[src/rtl/eth_pause_pkg.sv]
package eth_pause_pkg;

  // control/status byte bit positions
  localparam int B_FC_EN    = 0;
  localparam int B_AUTO     = 1;
  localparam int B_BP_ANY   = 2;
  localparam int B_BP_MATCH = 3;
  localparam int B_XOFF     = 4;
  localparam int B_XON      = 5;
  localparam int B_RXP_STK  = 6;
  localparam int B_RXP_NOW  = 7;

  // origin of a pause request, used to retire it on completion
  typedef enum logic [2:0] {
    SRC_NONE,
    SRC_HOST_OFF,
    SRC_HOST_ON,
    SRC_AUTO_OFF,
    SRC_AUTO_ON
  } src_e;

  typedef enum logic [1:0] {
    ARB_IDLE,
    ARB_OFFER,
    ARB_WAIT
  } arb_st_e;

endpackage

[src/rtl/eth_pause_csr.sv]
module eth_pause_csr
  import eth_pause_pkg::*;
(
  input  logic       clk,
  input  logic       rst_n,
  input  logic       wr,
  input  logic [7:0] wdata,
  input  logic       rd,
  input  src_e       done_src,
  input  logic       rx_pause_evt,
  input  logic       rx_paused,
  output logic [7:0] rdata,
  output logic       fc_en,
  output logic       auto_en,
  output logic       bp_any,
  output logic       bp_match,
  output logic       host_off,
  output logic       host_on
);

  localparam int NCMD = 2;

  logic [3:0]      ctrl_q;
  logic [NCMD-1:0] cmd_q;
  logic            stk_q;

  always_ff @(posedge clk) begin
    if (!rst_n)  ctrl_q <= '0;
    else if (wr) ctrl_q <= wdata[3:0];
  end

  // one-shot commands: set by writing 1, retired by completion of own frame
  for (genvar g = 0; g < NCMD; g++) begin : g_cmd
    localparam int   BIT = (g == 0) ? B_XOFF : B_XON;
    localparam src_e SRC = (g == 0) ? SRC_HOST_OFF : SRC_HOST_ON;
    always_ff @(posedge clk) begin
      if (!rst_n)                   cmd_q[g] <= 1'b0;
      else if (wr && wdata[BIT])    cmd_q[g] <= 1'b1;
      else if (done_src == SRC)     cmd_q[g] <= 1'b0;
    end
  end

  // received-pause sticky flag; a new event beats a simultaneous read
  always_ff @(posedge clk) begin
    if (!rst_n)            stk_q <= 1'b0;
    else if (rx_pause_evt) stk_q <= 1'b1;
    else if (rd)           stk_q <= 1'b0;
  end

  assign fc_en    = ctrl_q[B_FC_EN];
  assign auto_en  = ctrl_q[B_AUTO];
  assign bp_any   = ctrl_q[B_BP_ANY];
  assign bp_match = ctrl_q[B_BP_MATCH];
  assign host_off = cmd_q[0];
  assign host_on  = cmd_q[1];

  always_comb begin
    rdata            = '0;
    rdata[3:0]       = ctrl_q;
    rdata[B_XOFF]    = cmd_q[0];
    rdata[B_XON]     = cmd_q[1];
    rdata[B_RXP_STK] = stk_q;
    rdata[B_RXP_NOW] = rx_paused;
  end

endmodule

[src/rtl/eth_pause_wmark.sv]
module eth_pause_wmark
  import eth_pause_pkg::*;
#(
  parameter int LVL_W = 8
) (
  input  logic             clk,
  input  logic             rst_n,
  input  logic             auto_en,
  input  logic [LVL_W-1:0] level,
  input  logic [LVL_W-1:0] hi_mark,
  input  logic [LVL_W-1:0] lo_mark,
  input  src_e             done_src,
  output logic             auto_off,
  output logic             auto_on
);

  logic above_q;
  logic off_q;
  logic on_q;

  wire go_high = !above_q && (level > hi_mark);
  wire go_low  =  above_q && (level < lo_mark);

  always_ff @(posedge clk) begin
    if (!rst_n || !auto_en) begin
      above_q <= 1'b0;
      off_q   <= 1'b0;
      on_q    <= 1'b0;
    end else if (go_high) begin
      above_q <= 1'b1;
      off_q   <= 1'b1;
      on_q    <= 1'b0;
    end else if (go_low) begin
      above_q <= 1'b0;
      on_q    <= 1'b1;
      off_q   <= 1'b0;
    end else begin
      if (done_src == SRC_AUTO_OFF) off_q <= 1'b0;
      if (done_src == SRC_AUTO_ON)  on_q  <= 1'b0;
    end
  end

  assign auto_off = off_q;
  assign auto_on  = on_q;

endmodule

[src/rtl/eth_pause_arb.sv]
module eth_pause_arb
  import eth_pause_pkg::*;
#(
  parameter int              PT_W      = 16,
  parameter logic [PT_W-1:0] XOFF_TIME = '1,
  parameter logic [PT_W-1:0] XON_TIME  = '0
) (
  input  logic            clk,
  input  logic            rst_n,
  input  logic            host_off,
  input  logic            host_on,
  input  logic            auto_off,
  input  logic            auto_on,
  output logic            ptx_valid,
  input  logic            ptx_ready,
  output logic [PT_W-1:0] ptx_time,
  input  logic            ptx_done,
  output src_e            done_src
);

  arb_st_e         st_q;
  src_e            srv_q;
  src_e            pick;
  logic [PT_W-1:0] time_q;

  // fixed priority: host stop, host resume, automatic stop, automatic resume
  always_comb begin
    if (host_off)      pick = SRC_HOST_OFF;
    else if (host_on)  pick = SRC_HOST_ON;
    else if (auto_off) pick = SRC_AUTO_OFF;
    else if (auto_on)  pick = SRC_AUTO_ON;
    else               pick = SRC_NONE;
  end

  always_ff @(posedge clk) begin
    if (!rst_n) begin
      st_q   <= ARB_IDLE;
      srv_q  <= SRC_NONE;
      time_q <= '0;
    end else begin
      case (st_q)
        ARB_IDLE: if (pick != SRC_NONE) begin
          st_q   <= ARB_OFFER;
          srv_q  <= pick;
          time_q <= (pick == SRC_HOST_OFF || pick == SRC_AUTO_OFF) ? XOFF_TIME : XON_TIME;
        end
        ARB_OFFER: if (ptx_ready) st_q <= ARB_WAIT;
        ARB_WAIT: if (ptx_done) begin
          st_q  <= ARB_IDLE;
          srv_q <= SRC_NONE;
        end
        default: st_q <= ARB_IDLE;
      endcase
    end
  end

  assign ptx_valid = (st_q == ARB_OFFER);
  assign ptx_time  = time_q;
  assign done_src  = (st_q == ARB_WAIT && ptx_done) ? srv_q : SRC_NONE;

endmodule

[src/rtl/eth_pause_rxmon.sv]
module eth_pause_rxmon #(
  parameter int LVL_W = 8,
  parameter int PT_W  = 16
) (
  input  logic             clk,
  input  logic             rst_n,
  input  logic             full_duplex,
  input  logic             bp_any,
  input  logic             bp_match,
  input  logic [LVL_W-1:0] level,
  input  logic [LVL_W-1:0] bp_mark,
  input  logic             rx_sof,
  input  logic             rx_da_match,
  input  logic             rx_pause_evt,
  input  logic [PT_W-1:0]  rx_pause_quanta,
  input  logic             quanta_tick,
  output logic             rx_paused,
  output logic             jam_req
);

  logic [PT_W-1:0] tmr_q;
  logic            jam_q;

  always_ff @(posedge clk) begin
    if (!rst_n)                          tmr_q <= '0;
    else if (rx_pause_evt)               tmr_q <= rx_pause_quanta;
    else if (quanta_tick && tmr_q != '0) tmr_q <= tmr_q - 1'b1;
  end

  wire over_bp = level > bp_mark;
  wire want    = bp_any || (bp_match && rx_da_match);

  always_ff @(posedge clk) begin
    if (!rst_n) jam_q <= 1'b0;
    else        jam_q <= !full_duplex && rx_sof && over_bp && want;
  end

  assign rx_paused = (tmr_q != '0);
  assign jam_req   = jam_q;

endmodule

[src/rtl/eth_pause_mgr.sv]
module eth_pause_mgr
  import eth_pause_pkg::*;
#(
  parameter int LVL_W = 8,
  parameter int PT_W  = 16
) (
  input  logic             clk,
  input  logic             rst_n,
  input  logic             csr_wr,
  input  logic [7:0]       csr_wdata,
  input  logic             csr_rd,
  output logic [7:0]       csr_rdata,
  input  logic             full_duplex,
  input  logic [LVL_W-1:0] rx_level,
  input  logic [LVL_W-1:0] hi_mark,
  input  logic [LVL_W-1:0] lo_mark,
  input  logic [LVL_W-1:0] bp_mark,
  input  logic             rx_sof,
  input  logic             rx_da_match,
  input  logic             rx_pause_evt,
  input  logic [PT_W-1:0]  rx_pause_quanta,
  input  logic             quanta_tick,
  output logic             ptx_valid,
  input  logic             ptx_ready,
  output logic [PT_W-1:0]  ptx_time,
  input  logic             ptx_done,
  output logic             jam_req,
  output logic             tx_enable
);

  localparam logic [PT_W-1:0] STOP_TIME   = {PT_W{1'b1}};
  localparam logic [PT_W-1:0] RESUME_TIME = {PT_W{1'b0}};

  src_e done_src;
  logic fc_en, auto_en, bp_any, bp_match;
  logic host_off, host_on, auto_off, auto_on;
  logic rx_paused;

  eth_pause_csr u_csr (
    .clk, .rst_n,
    .wr(csr_wr), .wdata(csr_wdata), .rd(csr_rd),
    .done_src, .rx_pause_evt, .rx_paused,
    .rdata(csr_rdata),
    .fc_en, .auto_en, .bp_any, .bp_match, .host_off, .host_on
  );

  eth_pause_wmark #(.LVL_W(LVL_W)) u_wmark (
    .clk, .rst_n, .auto_en,
    .level(rx_level), .hi_mark, .lo_mark,
    .done_src, .auto_off, .auto_on
  );

  eth_pause_arb #(.PT_W(PT_W), .XOFF_TIME(STOP_TIME), .XON_TIME(RESUME_TIME)) u_arb (
    .clk, .rst_n, .host_off, .host_on, .auto_off, .auto_on,
    .ptx_valid, .ptx_ready, .ptx_time, .ptx_done, .done_src
  );

  eth_pause_rxmon #(.LVL_W(LVL_W), .PT_W(PT_W)) u_rxmon (
    .clk, .rst_n, .full_duplex, .bp_any, .bp_match,
    .level(rx_level), .bp_mark, .rx_sof, .rx_da_match,
    .rx_pause_evt, .rx_pause_quanta, .quanta_tick,
    .rx_paused, .jam_req
  );

  assign tx_enable = !(fc_en && rx_paused);

endmodule

[config.mk]
export PLATFORM = sky130hd
export DESIGN_NAME = eth_pause_mgr
export DESIGN_NICKNAME = d
export VERILOG_FILES = /design/src/rtl/eth_pause_pkg.sv /design/src/rtl/eth_pause_csr.sv /design/src/rtl/eth_pause_wmark.sv /design/src/rtl/eth_pause_arb.sv /design/src/rtl/eth_pause_rxmon.sv /design/src/rtl/eth_pause_mgr.sv
export SDC_FILE = /design/constraint.sdc
export NUM_CORES = 1
export LEC_CHECK = 0
export BUFFER_PORTS_ARGS = -buffer_cell sky130_fd_sc_hd__buf_4
export CAP_MARGIN = 20
export CORE_ASPECT_RATIO = 0.9
export CORE_MARGIN = 2
export CORE_UTILIZATION = 35
export CTS_BUF_LIST = sky130_fd_sc_hd__clkbuf_8
export CTS_CLUSTER_SIZE = 14
export DETAILED_ROUTE_END_ITERATION = 16
export GPL_ROUTABILITY_DRIVEN = 1
export GPL_TIMING_DRIVEN = 0
export SYNTH_ARGS = -nofsm -noshare
export SYNTH_HDL_FRONTEND = slang
export SYNTH_SLANG_ARGS = --single-unit
[constraint.sdc]
create_clock -name clk -period 2 [get_ports clk]
set_clock_uncertainty 0.15 [all_clocks]
set_input_delay 0.2 -clock clk [delete_from_list [all_inputs] [get_ports clk]]
set_output_delay 0.2 -clock clk [all_outputs]
set_load 0.05 [all_outputs]
Word-level counts from Yosys, hierarchy flattened
Cells that the tools add are included.
Storage, ports and cells
  register bits after elaboration: 48
  logic and storage cells: 89
  input port bits: 67
Cells by class
  reductions and logical operators: 34
  multiplexer cells: 28
  $lt $le $gt $ge: 3
  equal/unequal tests: 11
  add/subtract/negate cells: 1
Operators by type and width (number)
  $mux W16: 3
  $mux W3: 7
  $gt A8 B8 Y1: 2
  $reduce_bool A16 Y1: 1
  $sub A16 B1 Y16 const B: 1
  $reduce_bool A2 Y1: 7
  $mux W1: 13
  $logic_and A1 B1 Y1: 11
  $eq A3 B2 Y1 const B: 3
  $lt A8 B8 Y1: 1
  $eq A3 B1 Y1 const B: 2
  $mux W2: 3
  $pmux W2 S3: 1
  $pmux W3 S2: 1
  $reduce_and A3 Y1: 2
  $reduce_bool A3 Y1: 2
  $logic_not A1 Y1: 5
  $ne A2 B1 Y1 const B: 2
  $eq A3 B3 Y1 const B: 1
  $logic_or A1 B1 Y1: 3
  $eq A2 B1 Y1 const B: 1
  $eq A2 B2 Y1 const B: 1
  $logic_not A2 Y1: 1
  $ne A2 B2 Y1 const B: 1
  2 further kinds: 2

Longest topological paths before layout
Gate-level depths: netlist (run 1).
  word-level depth: 7
  mapped depth: 7
  mapped depth without buffers: 7

Modules after synthesis
From an unflattened synthesis (run 1), not the netlist that was laid out.
Unflattened totals
  cells, all modules: 300
  area, all modules: 2468.6 sq um
By module, submodules not included
  eth_pause_rxmon: area each 1207.4 sq um, seq. area each 340.3 sq um, times used 1, cells an instance 150
  eth_pause_wmark: area each 515.5 sq um, seq. area each 60.1 sq um, times used 1, cells an instance 64
  eth_pause_arb: area each 404.1 sq um, seq. area each 120.1 sq um, times used 1, cells an instance 50
  eth_pause_csr: area each 337.8 sq um, seq. area each 140.1 sq um, times used 1, cells an instance 35
  eth_pause_mgr: area each 3.8 sq um, seq. area each 0.0 sq um, times used 1, cells an instance 1

Least setup slack after synthesis (run 1)
No wires, ideal clock.
  path kind: register -> output
  start: reg u_rxmon.tmr_q[0]
  end: out tx_enable
  path buffers: 0
  slack: -247 ps
  arrival: 1897 ps
  required time: 1650 ps
  cell stages (with the launch flop): 7
  cell sequence: dfxtp_1 inv_1 ha_1 or4b_4 nor3_2 nand3_1 nand2_1
On the way
  cells in the longest elaborated chain, start to end: 3
Ends and longest elaborated chain
  from (decl): RTL line eth_pause_rxmon.sv:21  | logic [PT_W-1:0] tmr_q;
  from (signal assigned): RTL line eth_pause_rxmon.sv:26  | else if (rx_pause_evt) tmr_q <= rx_pause_quanta;
  from (signal assigned): RTL line eth_pause_rxmon.sv:27  | else if (quanta_tick && tmr_q != '0) tmr_q <= tmr_q - 1'b1;
  $reduce_bool A16 Y1: RTL line eth_pause_rxmon.sv:38  | assign rx_paused = (tmr_q != '0);
  net rx_paused: RTL line eth_pause_mgr.sv:37  | logic rx_paused;
  $logic_and A1 B1 Y1: RTL line eth_pause_mgr.sv:65  | assign tx_enable = !(fc_en && rx_paused);
  $logic_not A1 Y1: RTL line eth_pause_mgr.sv:65
  to (decl): RTL line eth_pause_mgr.sv:28  | output logic tx_enable
The timed path passes the listed nets, and every way through them passes these cells.

Worst setup path in the final report (run 1)
  start: reg u_rxmon.tmr_q[0]
  end: reg u_rxmon.tmr_q[3]
On the way
  cells in the longest elaborated chain, start to end: 3
  elaborated cells on any way between the ends: 6
  those cells by class: add/sub: 1; mux: 2; reduce/logical: 3
Ends and longest elaborated chain (RTL line)
  $sub A16 B1 Y16 / $reduce_bool A16 Y1 (equally long branches): eth_pause_rxmon.sv:27
  $mux W16 / $logic_and A1 B1 Y1 (equally long branches): eth_pause_rxmon.sv:27
  $mux W16 / $reduce_bool A2 Y1 (equally long branches)
Parallel ways exist; a longest one is shown, timed or not. The select of a mux whose other input is x is not followed.
A chain may end at the register's enable or synchronous reset.

==> qor.yml, run 1 <==
status: "finished with violations"
violations: "setup timing"
drc: 0
routed_wl_um: 6170
synth_common_cells: "dfxtp_1, inv_1, a21oi_1"
synth_area_leaders: "dfxtp_1, ha_1, buf_4, a21oi_1, inv_1"
cts-root-buf: "clkbuf_8"
ys_ff_latch: 33
place_ws_ns: -0.249
switchingPower_w: 0.000760
ant_nets: 0
clk_latency_ns: 0.29
combPwrFrac_pct: 40.7
die_w_um: 90.9
grt_pass1_wl_um: 9820
fp.coreArea_sq_um: 6590
register_area_sq_um: 667
power.sequential.fraction_pct: 36.1
fin_crit_ns: 2.25
maxCapViolations: 0
grt_max_degree: 18
synth-edff-count: 0
critPathKind: "reg2reg"
syn_inst: 292
hold_class: "in2reg"
n_antenna_cell: 0
rows: 28
grt_use_total_pct: 16.1
area_growth_pct: 49.1
dp_hpwl_um: 4750
synth_most_common_cell: "dfxtp_1"
firstDrtPassIters: 4
drv_slew: 0
ys_async_sr_fraction_pct: 0
drt-vias-per-instance: 4.82
critPathCaptureType: "flip-flop"
fin_util_pct: 53.8
dieHeight_um: 82.2
nets: 497
synth.distinct_cells: 44
crit_required_ns: 1.99
p_per_area_nw_per_um2: 604
critical_path.max_fanout: 4
clockBufferDepth: 2
intPower_w: 0.00138
fin_setup_tns_ns: -1.42
place_congestion: 0.818
timing_hold_violations_final: 0
fmax_mhz: 445
wl_per_cell_um: 12.5
first_global_vias: 2104
io_pins: 94
ys_seq_area_share_pct: 27.8
drt_iter0_drc: 82
yosysWarnings: 0
num_vias: 2388
grt_setup_unrepaired: "true"
yosys.area.top_type: "dfxtp_1"
crit_path_start_kind: "flip-flop"
fin_ws_ns: -0.249
netSwitchingFraction_pct: 35.5
relSlewSlack_pct: 57.8
leakage_nw: 1.67
holdWs_ns: 0.0281
clk_pin_slew_worst_paths_ns: 0.07
cts_sinks: 33
arrival_ns: 2.24
initial_core_util_pct: 36.1
synth_ff_type: "dfxtp_1"
layout-drive-gt1-share_pct: 40.0
clkPwrFrac_pct: 23.2
ir_drop_v: 0.000253
cts_max_level: 2
antenna_found_initial: 0
fillCellCount: 617
grt-ovfl-total: 0
cts_tree: "done"
dieArea_sq_um: 7470
fin_crit_sh_pct: 112
multiInputGateArea_sq_um: 1540
synth_top_area_share_pct: 27.8
io_buffers: 89
syn_nets: 384
avgSynthCellArea_sq_um: 8.14
syn-cell-area_sq_um: 2380
cts-buffers-inserted: 5
setup_viol: 10
max_slew.worst_pin.slew_ns: 0.628
## metal layers
metal	wire [um]	vias up	global-route usage (%)
li1	-	1240	-
met1	3050	1065	22.8
met5	0	-	0
met4	103	0	4.70
met3	378	10	4.08
met2	2640	73	24.5
## through the flow
step / area [sq um] / std cells / total power, W
global route: 3540 / 495 / 0.00227
floorplan: 2410 / 292 / 0.00130
global placement: 3190 / 471 / 0.00155
CTS: 3390 / 486 / 0.00209
detailed placement: 3190 / 471 / 0.00156
finish: 3540 / 495 / 0.00214
## worst max-delay path: stages, from the launching register on
cell,delay [ns]
dfxtp_2,0.32
inv_2,0.05
ha_1,0.13
or4b_4,0.48
buf_4,0.15
buf_6,0.12
o41ai_4,0.31
nor4_1,0.14
xnor2_1,0.17
a21oi_1,0.09
## layout by cell type, fill, tap and decap left out, types with 3 or more instances in the layout
master / synthesis / layout
buf_4: 23 / 123
inv_1: 31 / 30
dfxtp_1: 33 / 28
a21oi_1: 26 / 26
ha_1: 25 / 24
nand2_1: 19 / 18
o21ai_0: 19 / 17
nor2b_1: 11 / 11
xnor2_1: 11 / 10
clkbuf_1: 8 / 8
nand3_1: 9 / 8
clkbuf_8: 0 / 6
nor4_1: 7 / 5
nor3_1: 9 / 5
mux2i_1: 5 / 5
o21a_1: 5 / 5
nor2_1: 6 / 5
dfxtp_2: 0 / 5
nor3_2: 1 / 3
or4_4: 1 / 3
or3_1: 3 / 3
nor4_4: 0 / 3
nand4_1: 3 / 3
o21ai_1: 1 / 3
a21boi_0: 3 / 3
o22ai_1: 3 / 3
buf_6: 0 / 3
## power groups by stage
stage | Sequential, W | Combinational [W] | Clock (W)
5_1_grt | 0.000783 | 0.000942 | 0.000540
4_1_cts | 0.000764 | 0.000819 | 0.000509
3_5_place_dp | 0.000775 | 0.000784 | 0
2_1_floorplan | 0.000771 | 0.000532 | 0
6_report | 0.000772 | 0.000871 | 0.000497
3_3_place_gp | 0.000774 | 0.000778 | 0
## sequential cells by signal, indices dropped and copies added, names as in the netlist, 2 cells and up
signal	cells
u_rxmon.tmr_q	16
u_csr.ctrl_q	4
u_arb.srv_q	3
u_arb.st_q	2
## final timing paths
path / from / end / slack, ns / depth (start not counted)
worst max-delay path: u_rxmon.tmr_q[0] / u_rxmon.tmr_q[3] / -0.25 / 9
worst min-delay path: rx_pause_quanta[4] / u_rxmon.tmr_q[4] / 0.03 / 3
worst max register to register: u_rxmon.tmr_q[0] / u_rxmon.tmr_q[3] / -0.25 / 9
worst min register to register: u_csr.stk_q / u_csr.stk_q / 0.34 / 2
## layout make-up
class                      count  area share (%)
tap                           90            3.18
sequential                    33            18.8
multi-input combinational    197            43.3
inverter                      31            3.28
clock inverter                 1           0.106
timing repair buffer         106            23.2
buffer                        31            5.82
clock buffer                   6            2.33
## cell families after synthesis
group / synth area share [%]
xor+xnor: 4.05
compound gates: 19.7
mux: 2.11
buf+inv: 13.4
fa+ha+maj: 13.2
simple gates: 19.7
flops: 27.8
## repair_timing
| item | in CTS | in global routing |
|---|---|---|
| setup endpoints to repair | 17 | 17 |
| resized for setup | 16 | 18 |
| pin swaps | 5 | 13 |
| hold buffers | 1 | 0 |
| buffers inserted | 7 | 10 |
| endpoints found under the hold margin | 1 | 0 |
| gates cloned | 0 | 0 |
Note: power is estimated with default switching activity, not from simulation.
==> run 2: changes to the inputs <==
--- a/config.mk
+++ b/config.mk
@@ -15,6 +15,7 @@
 export DETAILED_ROUTE_END_ITERATION = 16
 export GPL_ROUTABILITY_DRIVEN = 1
 export GPL_TIMING_DRIVEN = 0
+export PLACE_DENSITY = 0.64
 export SYNTH_ARGS = -nofsm -noshare
 export SYNTH_HDL_FRONTEND = slang
 export SYNTH_SLANG_ARGS = --single-unit
==> constraint.sdc (replaced) <==
create_clock -name clk -period 2 [get_ports clk]
set_clock_uncertainty 0.15 [all_clocks]
set_input_delay 0.4 -clock clk [delete_from_list [all_inputs] [get_ports clk]]
set_output_delay 0.4 -clock clk [all_outputs]
set_load 0.05 [all_outputs]
==> run 2 against run 1 <==
  * The flow still finishes with violations (setup timing)
  * Wire length increased by 1.4%
  * Design area down 3.6%
  * First-iteration DRC count up 28%
  * Register-to-register slack better by 0.11 ns
  * Maximum frequency is 8.2% lower
  * Hold slack gained 0.16 ns
  * Non-clock buffer count is 8 lower
  * Die area unchanged
  * Cell count down 1.4%
  * Via count increased by 0.21%
  * Clock power decreased by 4.6%
  * Total power is 3.1% lower
  * Critical path type is now reg2out
  * Highest routed layer unchanged
==> qor.yml, run 2 (synthesis results as in run 1) <==
critical_path.max_fanout: 2
p_per_area_nw_per_um2: 607
fmax_mhz: 408
clockBufferDepth: 2
cts-buffers-inserted: 5
placed_area_sq_um: 3180
reg2reg_depth: 8
area_growth_pct: 43.7
top_regs: "u_rxmon.tmr_q (16), u_csr.ctrl_q (4), u_arb.srv_q (3)"
critPathKind: "reg2out"
drt_iter0_drc: 105
fin_crit_ns: 2.45
maxCapViolations: 0
setup_viol: 9
crit_path_start_kind: "flip-flop"
max_slew.worst_pin.slew_ns: 0.534
io_buffers: 89
reg2reg_from: "u_rxmon.tmr_q[0]"
rrSetupSlack_ns: -0.14
hold_class: "in2reg"
mostFrequentLayoutCell: "buf_4"
relSlewSlack_pct: 64.4
dp_hpwl_um: 4820
arrival_ns: 1.90
fp.coreArea_sq_um: 6590
ant_nets: 0
fin_setup_tns_ns: -1.52
clk_pin_slew_worst_paths_ns: 0.07
violations: "setup timing"
cts_tree: "done"
rows: 28
place_congestion: 0.807
regMostFlops: "u_rxmon.tmr_q"
status: "finished with violations"
grt_use_total_pct: 17.1
layout-drive-gt1-share_pct: 36.4
drc: 0
cp-endpoint: "csr_rdata[7]"
nets: 489
firstDrtPassIters: 4
cts-root-buf: "clkbuf_8"
grt-ovfl-total: 0
clk_latency_ns: 0.29
grt_max_degree: 18
leakage_nw: 1.63
num_vias: 2393
cts_max_level: 2
crit_required_ns: 1.45
largest_reg_flops: 16
io_pins: 94
routed_wl_um: 6250
fin_crit_sh_pct: 122
drt-vias-per-instance: 4.90
n_antenna_cell: 0
layout_common_cells: "buf_4, inv_1, dfxtp_1"
dieArea_sq_um: 7470
wl_per_cell_um: 12.8
grt_pass1_wl_um: 10300
antenna_found_initial: 0
cts_sinks: 33
timing_hold_violations_final: 0
die_w_um: 90.9
final_design_area_no_fill_sq_um: 3420
drv_slew: 0
initial_core_util_pct: 36.1
r2r_end: "u_rxmon.tmr_q[3]"
crit_start: "u_rxmon.tmr_q[0]"
critPathCaptureType: "primary output"
ir_drop_v: 0.000213
fin_ws_ns: -0.449
grt_setup_unrepaired: "true"
dieHeight_um: 82.2
fin_util_pct: 51.9
first_global_vias: 2215
-- run 2: cell types whose count changed in the layout (fill, tap and decap cells not counted), sizes merged --
cell	previous run	this run
inv	32	34
clkbuf	14	13
buf	128	121
dlygate4sd3	1	0
-- run 2: through the flow --
step / instances / setup WS, ns / hold slack [ns] / power [W]
global placement: 471 / -0.390 / 0.322 / 0.00155
finish: 488 / -0.449 / 0.192 / 0.00207
detailed placement: 471 / -0.401 / 0.338 / 0.00156
floorplan: 292 / -0.140 / 0.306 / 0.00130
global route: 488 / -0.500 / 0.190 / 0.00219
CTS: 486 / -0.497 / 0.180 / 0.00207
-- run 2: power by group --
part | switching [W] | total, W | internal [W]
combinational | 0.000450 | 0.000830 | 0.000380
sequential | 0.0000653 | 0.000769 | 0.000704
clock | 0.000243 | 0.000474 | 0.000232
-- run 2: how the worst min path moves through the flow --
| stage | startpoint | endpoint | slack (ns) | depth (start not counted) |
|---|---|---|---|---|
| after floorplan | u_csr.stk_q | u_csr.stk_q | 0.31 | 2 |
| after global placement | u_csr.stk_q | u_csr.stk_q | 0.32 | 2 |
| after detailed placement | u_csr.stk_q | u_csr.stk_q | 0.34 | 2 |
| after CTS | rx_pause_quanta[0] | u_rxmon.tmr_q[0] | 0.18 | 2 |
| after global routing | rx_pause_quanta[0] | u_rxmon.tmr_q[0] | 0.19 | 2 |
| final | rx_pause_quanta[0] | u_rxmon.tmr_q[0] | 0.19 | 2 |
-- run 2: critical path, stage by stage, from the launching register on --
cell,delay (ns)
dfxtp_2,0.33
inv_2,0.05
ha_1,0.12
or4b_4,0.49
nor3_4,0.18
nand3_2,0.15
buf_6,0.16
buf_8,0.14
-- run 2: layer usage --
metal  track usage [%]  routed length [um]  vias to the layer above
li1                  -                   -                     1225
met2              27.9                2770                      102
met4              6.52                 101                        0
met5                 0                   0                        -
met3              4.08                 537                        9
met1              22.3                2840                     1057
-- run 2: what timing repair did --
item | in CTS | in global routing
setup endpoints to repair | 13 | 18
hold endpoints to repair | 0 | 0
buffers inserted | 7 | 3
pin swaps | 6 | 4
gates cloned | 0 | 0
hold buffers | 0 | 0
resized for setup | 13 | 6
-- run 2: area by class of cell --
class / instances / area, sq um
Fill cell: 653 / 3170
Multi-Input combinational cell: 197 / 1490
Timing Repair Buffer: 98 / 751
Sequential cell: 33 / 663
Buffer: 31 / 206
Inverter: 31 / 116
Tap cell: 90 / 113
Clock buffer: 5 / 68.8
Clock inverter: 3 / 11.3
==> run 3: changes to the inputs <==
--- a/config.mk
+++ b/config.mk
@@ -10,12 +10,11 @@
 export CORE_ASPECT_RATIO = 0.9
 export CORE_MARGIN = 2
 export CORE_UTILIZATION = 35
-export CTS_BUF_LIST = sky130_fd_sc_hd__clkbuf_8
 export CTS_CLUSTER_SIZE = 14
 export DETAILED_ROUTE_END_ITERATION = 16
 export GPL_ROUTABILITY_DRIVEN = 1
-export GPL_TIMING_DRIVEN = 0
-export PLACE_DENSITY = 0.64
+export GPL_TIMING_DRIVEN = 1
+export PLACE_DENSITY = 0.62
 export SYNTH_ARGS = -nofsm -noshare
 export SYNTH_HDL_FRONTEND = slang
 export SYNTH_SLANG_ARGS = --single-unit
==> constraint.sdc (replaced) <==
create_clock -name clk -period 2.9 [get_ports clk]
set_clock_uncertainty 0.15 [all_clocks]
set_input_delay 0.58 -clock clk [delete_from_list [all_inputs] [get_ports clk]]
set_output_delay 0.58 -clock clk [all_outputs]
set_load 0.05 [all_outputs]
==> run 3 against run 2 <==
  * The flow now finishes without violations
  * Via count down 6.8%
  * Sequential cell count stayed put
  * Combinational power decreased by 41%
  * Critical path depth did not move
  * Core utilization is 5.3 points lower
  * Worst setup slack improved by 0.62 ns
  * Clock-buffer cell count is 3 higher
  * Clock power decreased by 31%
  * Die area is the same
  * Cell count shrank 7.4%
  * Design area fell by 10%
  * Critical path type unchanged
  * Largest cell class unchanged
==> qor.yml, run 3 (synthesis results as in run 1) <==
grtUsageMet2_pct: 22.5
cts_setup_buffers: 0
rows: 28
slowest_delay_ns: 0.51
layout_common_cells: "buf_4, dfxtp_1, inv_1"
layout-drive-gt1-share_pct: 28.5
area_growth_pct: 29.1
wl_per_cell_um: 12.0
p_per_area_nw_per_um2: 436
placed_area_sq_um: 2990
grt_pass1_wl_um: 8760
cts_hold_buffers: 0
drc: 0
cts-buffers-inserted: 5
whs_path_depth: 2
status: "complete, no violations"
clk_latency_ns: 0.27
critical_path.max_fanout: 4
fmax_mhz: 366
multiInputGateArea_sq_um: 1400
max_slew.worst_pin.slew_ns: 0.798
fin_crit_sh_pct: 94.1
place_congestion: 0.847
nets: 453
timing_hold_violations_final: 0
first_global_vias: 1938
busiest_layer: "met2"
grt_max_degree: 36
final_design_area_no_fill_sq_um: 3070
die_w_um: 90.9
reg2reg_depth: 7
initial_core_util_pct: 36.1
register_area_sq_um: 661
io_buffers: 91
path_cells: "inv_1 -> ha_1 -> or4b_4 -> nor3_2 -> nand3_1 -> nand2_1 -> buf_6"
ant_nets: 0
setup_viol: 0
dp_hpwl_um: 4320
firstDrtPassIters: 4
critPathKind: "reg2out"
grt_setup_unrepaired: "false"
r2r_end: "u_rxmon.tmr_q[4]"
layout.cells.non_filler: 452
fin_ws_ns: 0.170
dp_cells: 444
drt_iter0_drc: 87
place_ws_ns: 0.453
n_antenna_cell: 0
reg2reg_from: "u_rxmon.tmr_q[0]"
dieArea_sq_um: 7470
largest_reg_flops: 16
clk_pin_slew_worst_paths_ns: 0.07
crit_start: "u_rxmon.tmr_q[0]"
mostFrequentLayoutCell: "buf_4"
min-delay-start: "u_csr.stk_q"
min_to: "u_csr.stk_q"
relSlewSlack_pct: 46.7
drv_slew: 0
grtUsageMet1_pct: 19.8
maxCapViolations: 0
regMostFlops: "u_rxmon.tmr_q"
critPathCaptureType: "primary output"
cts_sinks: 33
crit_path_start_kind: "flip-flop"
grt-ovfl-total: 0
fp.coreArea_sq_um: 6590
leakage_nw: 1.44
routed_wl_um: 5440
drt-vias-per-instance: 4.94
grt_use_total_pct: 14.3
cts_tree: "done"
cts-root-buf: "clkbuf_8"
clockBufferDepth: 2
holdWs_ns: 0.339
antenna_found_initial: 0
critPathSlowestCell: "or4b_4"
top_regs: "u_rxmon.tmr_q (16), u_csr.ctrl_q (4), u_arb.srv_q (3)"
met3_usage_pct: 3.18
num_vias: 2231
rrSetupSlack_ns: 0.61
dieHeight_um: 82.2
fin_crit_ns: 2.73
cts_max_level: 2
io_pins: 94
crit_required_ns: 2.17
fin_setup_tns_ns: 0
cts_resized: 0
arrival_ns: 2.00
ir_drop_v: 0.000149
fillCellCount: 682
hold_class: "reg2reg"
-- run 3: how the worst max path moves through the flow --
stage,end,slack [ns],depth (start not counted)
2_1_floorplan,tx_enable,0.27,6
3_3_place_gp,tx_enable,0.49,7
3_5_place_dp,tx_enable,0.45,7
4_1_cts,tx_enable,0.14,7
5_1_grt,tx_enable,0.02,7
6_report,tx_enable,0.17,7
-- run 3: metal layers --
metal / wire, um / part of all wire [%] / vias up
li1: - / - / 1152
met1: 2710 / 50 / 1013
met2: 2390 / 44 / 64
met3: 298 / 5.5 / 2
met4: 40 / 0.74 / 0
met5: 0 / 0 / -
-- run 3: worst max-delay path, delay by kind of cell (launching register included) --
family | cells | cell delay [ns]
DFF | 1 | 0.33
and+or+nand+nor | 4 | 0.97
adders and majority gates | 1 | 0.15
buffers and inverters | 2 | 0.28
-- run 3: cell type report --
cell class                      instances  area share (%)
Sequential cell                        33            21.5
Clock buffer                            8            2.61
Timing Repair Buffer                   93            22.9
Inverter                               31            3.79
Tap cell                               90            3.67
Multi-Input combinational cell        197            45.5
-- run 3: metrics by stage --
step	util [%]	total power [W]
after CTS	46.5	0.00136
after global placement	45.3	0.00102
final	46.6	0.00134
after floorplan	-	0.000891
after global routing	46.6	0.00142
after detailed placement	45.3	0.00102
-- run 3: where the power goes --
| part | internal, W | total (W) | switching, W |
|---|---|---|---|
| Sequential | 0.000485 | 0.000524 | 0.0000391 |
| Combinational | 0.000202 | 0.000489 | 0.000286 |
| Clock | 0.000170 | 0.000325 | 0.000155 |
